### src/rtl/fbc_regs_pkg.sv
package fbc_regs_pkg;
    localparam int ADDR_W    = 5;
    localparam int DATA_W    = 8;
    localparam int WIN_BYTES = 2 ** ADDR_W;

    localparam logic [ADDR_W-1:0] OFF_CTRL    = 5'h10;
    localparam logic [ADDR_W-1:0] OFF_STAT    = 5'h11;
    localparam logic [ADDR_W-1:0] OFF_BANK_LO = 5'h12;

    localparam int BANK_N = WIN_BYTES - int'(OFF_BANK_LO);
    localparam int IDX_W  = $clog2(BANK_N);

    localparam int               IRQ_BIT = 7;
    localparam logic [DATA_W-1:0] STAT_ID = 8'h61;

    typedef enum logic [1:0] {
        SEL_NONE,
        SEL_CTRL,
        SEL_STAT,
        SEL_BANK
    } sel_e;

    typedef struct packed {
        sel_e             sel;
        logic [IDX_W-1:0] idx;
    } dec_t;

    function automatic dec_t decode_off(input logic [ADDR_W-1:0] a);
        dec_t              d;
        logic [ADDR_W-1:0] diff;
        d.sel = SEL_NONE;
        d.idx = '0;
        diff  = a - OFF_BANK_LO;
        if (a == OFF_CTRL) begin
            d.sel = SEL_CTRL;
        end else if (a == OFF_STAT) begin
            d.sel = SEL_STAT;
        end else if (a >= OFF_BANK_LO) begin
            d.sel = SEL_BANK;
            d.idx = diff[IDX_W-1:0];
        end
        return d;
    endfunction

    function automatic logic [DATA_W-1:0] status_word(input logic pend);
        logic [DATA_W-1:0] v;
        v          = STAT_ID;
        v[IRQ_BIT] = pend;
        return v;
    endfunction
endpackage

### src/rtl/fbc_addr_dec.sv
module fbc_addr_dec
    import fbc_regs_pkg::*;
(
    input  logic [ADDR_W-1:0] addr,
    output dec_t              dec
);
    always_comb begin
        dec = decode_off(addr);
    end
endmodule

### src/rtl/fbc_irq_ctl.sv
module fbc_irq_ctl (
    input  logic clk,
    input  logic rst,
    input  logic frame_end,
    input  logic enable,
    input  logic ack,
    output logic pending
);
    logic pend_q;
    logic pend_d;

    always_comb begin
        pend_d = pend_q;
        if (frame_end && enable) begin
            pend_d = 1'b1;
        end else if (ack) begin
            pend_d = 1'b0;
        end
    end

    always_ff @(posedge clk) begin
        if (rst) begin
            pend_q <= 1'b0;
        end else begin
            pend_q <= pend_d;
        end
    end

    assign pending = pend_q;

    p_set_r5: assert property (@(posedge clk) disable iff (rst)
        (frame_end && enable) |=> pending);
    p_noset_r6: assert property (@(posedge clk) disable iff (rst)
        (!pending && !(frame_end && enable)) |=> !pending);
    p_ack_r7: assert property (@(posedge clk) disable iff (rst)
        (ack && !frame_end) |=> !pending);
    p_hold_r10: assert property (@(posedge clk) disable iff (rst)
        (pending && !ack) |=> pending);
endmodule

### src/rtl/fbc_byte_bank.sv
module fbc_byte_bank #(
    parameter int N = 14,
    parameter int W = 8,
    localparam int IW = $clog2(N)
) (
    input  logic          clk,
    input  logic          rst,
    input  logic          we,
    input  logic [IW-1:0] idx,
    input  logic [W-1:0]  wdata,
    output logic [W-1:0]  rdata
);
    logic [N-1:0][W-1:0] mem;

    for (genvar g = 0; g < N; g++) begin : g_byte
        logic [W-1:0] q;
        always_ff @(posedge clk) begin
            if (rst) begin
                q <= '0;
            end else if (we && (int'(idx) == g)) begin
                q <= wdata;
            end
        end
        assign mem[g] = q;
    end

    always_comb begin
        rdata = '0;
        if (int'(idx) < N) begin
            rdata = mem[idx];
        end
    end

    p_keep_r9: assert property (@(posedge clk) disable iff (rst)
        !we |=> $stable(mem));
endmodule

### src/rtl/fbc_regfile.sv
module fbc_regfile
    import fbc_regs_pkg::*;
(
    input  logic              clk,
    input  logic              rst,
    input  logic              acc_we,
    input  logic [ADDR_W-1:0] acc_addr,
    input  logic [DATA_W-1:0] acc_wdata,
    output logic [DATA_W-1:0] rd_data,
    input  logic              frame_end,
    output logic              irq
);
    dec_t              dec;
    logic [DATA_W-1:0] ctrl_q;
    logic [DATA_W-1:0] bank_rd;
    logic              pending;
    logic              ack;
    logic              bank_we;

    fbc_addr_dec u_dec (
        .addr (acc_addr),
        .dec  (dec)
    );

    assign ack     = acc_we && (dec.sel == SEL_STAT);
    assign bank_we = acc_we && (dec.sel == SEL_BANK);

    always_ff @(posedge clk) begin
        if (rst) begin
            ctrl_q <= '0;
        end else if (acc_we && (dec.sel == SEL_CTRL)) begin
            ctrl_q <= acc_wdata;
        end
    end

    fbc_irq_ctl u_irq (
        .clk       (clk),
        .rst       (rst),
        .frame_end (frame_end),
        .enable    (ctrl_q[IRQ_BIT]),
        .ack       (ack),
        .pending   (pending)
    );

    fbc_byte_bank #(
        .N (BANK_N),
        .W (DATA_W)
    ) u_bank (
        .clk   (clk),
        .rst   (rst),
        .we    (bank_we),
        .idx   (dec.idx),
        .wdata (acc_wdata),
        .rdata (bank_rd)
    );

    always_comb begin
        case (dec.sel)
            SEL_CTRL: rd_data = ctrl_q;
            SEL_STAT: rd_data = status_word(pending);
            SEL_BANK: rd_data = bank_rd;
            default:  rd_data = '0;
        endcase
    end

    assign irq = pending;

    p_low_zero_r2: assert property (@(posedge clk) disable iff (rst)
        (acc_addr < OFF_CTRL) |-> (rd_data == '0));
    p_ctrl_wr_r3: assert property (@(posedge clk) disable iff (rst)
        (acc_we && acc_addr == OFF_CTRL) |=> (ctrl_q == $past(acc_wdata)));
    p_stat_id_r4: assert property (@(posedge clk) disable iff (rst)
        (acc_addr == OFF_STAT) |-> ((rd_data & 8'h7F) == STAT_ID));
    p_collide_r8: assert property (@(posedge clk) disable iff (rst)
        (ack && frame_end && ctrl_q[IRQ_BIT]) |=> irq);
endmodule

### config.mk
export PLATFORM = sky130hd
export DESIGN_NAME = fbc_regfile
export DESIGN_NICKNAME = d
export VERILOG_FILES = /design/src/rtl/fbc_regs_pkg.sv /design/src/rtl/fbc_addr_dec.sv /design/src/rtl/fbc_irq_ctl.sv /design/src/rtl/fbc_byte_bank.sv /design/src/rtl/fbc_regfile.sv
export SDC_FILE = /design/constraint.sdc
export NUM_CORES = 1
export LEC_CHECK = 0
export ABC_AREA = 0
export BUFFER_PORTS_ARGS = -buffer_cell sky130_fd_sc_hd__buf_2
export CAP_MARGIN = 20
export CELL_PAD_IN_SITES_DETAIL_PLACEMENT = 1
export CELL_PAD_IN_SITES_GLOBAL_PLACEMENT = 1
export CORE_MARGIN = 8
export CORE_UTILIZATION = 51
export CTS_CLUSTER_DIAMETER = 50
export DETAILED_ROUTE_END_ITERATION = 12
export PLACE_DENSITY_LB_ADDON = 0.1
export SLEW_MARGIN = 20
export SYNTH_ARGS = -nofsm -noshare
export SYNTH_HDL_FRONTEND = slang
export SYNTH_SLANG_ARGS = --single-unit
### constraint.sdc
create_clock -name clk -period 4.92 [get_ports clk]
set_input_delay 0.492 -clock clk [delete_from_list [all_inputs] [get_ports clk]]
set_output_delay 0.492 -clock clk [all_outputs]
set_load 0.005 [all_outputs]
==> metrics list <==
* Crit path arrival time: 3.25 ns
- CTS Root Buffer Type: sky130_fd_sc_hd__clkbuf_16
- The slowest stage of the critical path belongs to the cell sky130_fd_sc_hd__o211ai_2.
- Ports placed on the boundary: 26
- After detailed routing, the number of remaining DRC violations is 0.
- Overall die height: 122 µm
- Among the stages of the critical path, the cell type that occurs most often is sky130_fd_sc_hd__buf_2.
- Run status: finished, final reports clean
* Sequential element share of the synthesized area: 42.1%
- Post-CTS sizing: 0
* Routability-driven placement congestion ratio: 0.963
- Adding up every negative setup slack in the final design gives 0 ns.
- H-tree levels: 4
- The first routing iteration left 540 violations.
- Wires add up to 19400 µm.
- Clock-pin slew was measured on the worst setup and hold paths at 0.05 ns.
- Before antenna repair, the detailed router went through 4 iterations.
* Number of nets in the synthesized netlist: 651
- In this run, the combinational gates consume 9.4% of the power.
- Sort of element at the end of the critical path: output port
- For this configuration, the core starts out at a cell density of 51.3%.
- Part of the total power dissipated in sequential elements: 41.7%
- Final Hold Fails: 0
* Proportion of netlist area held by the largest area contributor: 42.1%
- Distinct cells, synth: 57
- Number of max-capacitance violations reported: 0
- Die footprint: 15000 µm²
- Global-route wire length before repair: 30100 µm
- The final critical path takes up 76.1% of the cycle.
- By area the synthesized netlist is led by sky130_fd_sc_hd__dfxtp_1 (42%), sky130_fd_sc_hd__mux2i_1 (19%), sky130_fd_sc_hd__nor2_1 (7.6%), sky130_fd_sc_hd__a21oi_1 (2.8%), sky130_fd_sc_hd__clkbuf_1 (2.2%).
- Setup violations remaining at the end of the flow were counted as 0.
- Mean area per synthesized cell: 9.10 µm²
- Routed vias: 4954
- Congestion Overflow GR: 0
- HPWL reported at the end of detailed placement: 12900 µm
- On the final layout, the worst clock skew is 0.000805 ns.
- The via count of the first global-routing pass was 4983.
- Net Sw Frac: 25.4%
- Most used standard cell by instance count after synthesis: sky130_fd_sc_hd__dfxtp_1
- Number of enable flip-flop cells after synthesis: 0
- Across every metal layer, demand over resource in global routing totals 27.0%.
* Fraction of registers with async set/reset: 0%
* TritonCTS clock tree: built
- Clock share of power: 48.8%
- The worst-case IR drop observed on VDD is 246 µV.
- Reg-to-reg setup timing slack: 4.17 ns
- The clock passes through at most 2 buffers.
- Antenna diode count: 0
- In this run the power spent charging and discharging nets is 0.000607 W.
* Required arrival time at the worst endpoint: 4.43 ns
* Worst Setup Start Kind: input port
- Setup repair after global routing left no endpoint under its margin.
* Count of final max-slew check failures: 0
- Dividing total power by cell area gives a power density of 371 nW/µm².
- Largest area contributor in the netlist: sky130_fd_sc_hd__dfxtp_1
- For this run, the slowest stage of the critical path takes 0.76 ns.
* Cell area after synthesis: 5760 µm²
* Worst-path cell chain: buf_2 > inv_1 > ha_1 > nand2b_1 > o211ai_2 > nor2_1 > a221oi_1 > a32o_1 > buf_2
- The core region is 11200 µm².
* Post-synthesis cell count: 633
- Synthesis inferred 121 register bits.
- Width of the chip: 122 µm
- The detail route stage leaves a number of antenna-violating nets equal to 0.
- Mean number of vias per cell: 6.29
* Largest net degree at the start of global routing: 74
- Timing would allow up to 267 MHz.
- Number of port buffers: 25
- WL/cell: 24.7 µm
* # nets final: 652
- Critical path type: in2out
- For the pin with the worst max-slew slack, the measured transition is 0.859 ns.
- Most used flip-flop cell after synthesis: sky130_fd_sc_hd__dfxtp_1
* Synthesis warning total: 0
- Post-CTS timing repair inserted 0 buffers for setup.
- Type of the most critical hold path: in2reg
- Subtracting the final worst setup slack from the clock period gives 3.74 ns.
- Worst-case hold slack: 0.325 ns
* Layout overhead on the synthesized area: 11.9%
- The floorplan has 39 rows.
- Ratio of cells with drive above 1 in the final layout: 12.6%
* Static leakage: 2.56 nW
* Clock latency reported for the late side of the worst-skew pair: 0.42 ns
- Clock buffers created by TritonCTS: 17
* Internal portion of total power: 0.00178 W
- Measured against its own limit, the worst slew margin works out to 42.3%.
- In this run the worst path has a maximum fanout of 14.
- Number of hold buffers added after cts: 0
- Ranked by instance count, the synthesized netlist is headed by sky130_fd_sc_hd__dfxtp_1 (121), sky130_fd_sc_hd__nor2_1 (116), sky130_fd_sc_hd__mux2i_1 (110).
- CTS saw 121 sinks.
- The initial antenna violation count is 0.
## final cells by class
type	count	area [µm²]
fillers	1282	4780
repair buffers	30	165
well taps	143	179
inverters	12	45.0
flip-flops and latches	121	2420
clock buffers	23	478
clock inverters	7	70.1
multi-input cells	452	3080
## metal layers
layer	track usage (%)	wire length, µm	up-vias
li1	-	-	2265
met1	34.6	8630	2510
met2	44.5	9340	148
met5	0	0	-
met4	9.14	404	0
met3	5.66	1070	31
## registers in the layout, indices dropped and copies added (netlist names)
signal           flops
u_irq.pending        1
u_bank.g_byte.q    112
ctrl_q               8
## worst max-delay path: cells and delay by family
kind	cells	cell delay, ns
AO/OA/AOI/OAI	3	1.39
adder cells (fa/ha/maj)	1	0.38
buffers and inverters	3	0.41
AND/OR/NAND/NOR	2	0.55
## stage by stage
step	worst slack [ns]	instances	util, %	cell area (µm²)	total power [W]
after global routing	1.09	788	57.4	6440	0.00245
after global placement	1.39	758	52.5	5900	0.00123
after floorplan	1.97	633	-	5760	0.00116
after detailed placement	1.26	758	52.5	5900	0.00124
final	1.18	788	57.4	6440	0.00239
after CTS	1.28	788	57.4	6440	0.00239
## power groups by stage
stage          logic [W]  registers (W)  clock network [W]
6_report        0.000226       0.000996            0.00117
3_5_place_dp    0.000220        0.00102                  0
3_3_place_gp    0.000216        0.00102                  0
4_1_cts         0.000222       0.000996            0.00118
5_1_grt         0.000240       0.000996            0.00122
2_1_floorplan   0.000149        0.00101                  0
## worst paths after layout
path / start / cells past startpoint / end
worst min register to register: ctrl_q[5] / 2 / ctrl_q[5]
worst max-delay path: acc_addr[1] / 9 / rd_data[3]
worst min-delay path: frame_end / 3 / u_irq.pending
worst max register to register: u_bank.g_byte[8].q[6] / 2 / u_bank.g_byte[8].q[6]
## layout by cell type, fill, tap and decap left out, types with 3 or more instances in the layout
master	Yosys	routed
sky130_fd_sc_hd__nand2_1	33	33
sky130_fd_sc_hd__clkbuf_8	0	3
sky130_fd_sc_hd__a22oi_1	5	5
sky130_fd_sc_hd__nor3_1	5	5
sky130_fd_sc_hd__clkbuf_16	0	17
sky130_fd_sc_hd__buf_2	11	24
sky130_fd_sc_hd__o221ai_1	5	5
sky130_fd_sc_hd__clkbuf_1	34	3
sky130_fd_sc_hd__o211ai_1	5	5
sky130_fd_sc_hd__nor2b_1	8	8
sky130_fd_sc_hd__o21ai_0	25	25
sky130_fd_sc_hd__nor3_4	3	3
sky130_fd_sc_hd__o22ai_1	9	9
sky130_fd_sc_hd__inv_1	12	12
sky130_fd_sc_hd__a32o_1	4	4
sky130_fd_sc_hd__nor2_1	116	116
sky130_fd_sc_hd__nand2b_1	3	3
sky130_fd_sc_hd__nand3_1	17	17
sky130_fd_sc_hd__mux2i_1	110	110
sky130_fd_sc_hd__clkinv_2	0	3
sky130_fd_sc_hd__a221oi_1	8	8
sky130_fd_sc_hd__o32ai_1	6	6
sky130_fd_sc_hd__buf_4	0	6
sky130_fd_sc_hd__mux2_2	9	9
sky130_fd_sc_hd__a2111oi_0	4	4
sky130_fd_sc_hd__a21oi_1	32	32
sky130_fd_sc_hd__dfxtp_1	121	121
sky130_fd_sc_hd__o21a_1	3	3
## kinds of logic (layout without fill, tap and decap cells)
kind of cell	after synthesis	in the layout	share of synthesized area, %
adder cells (fa/ha/maj)	1	1	0.217
AND/OR/NAND/NOR	202	202	16.2
XOR/XNOR	2	2	0.565
AO/OA/AOI/OAI	128	128	15.7
buffers and inverters	60	72	4.41
flip-flops	121	121	42.1
multiplexers	119	119	20.9
(Power assumes the default switching activity.)
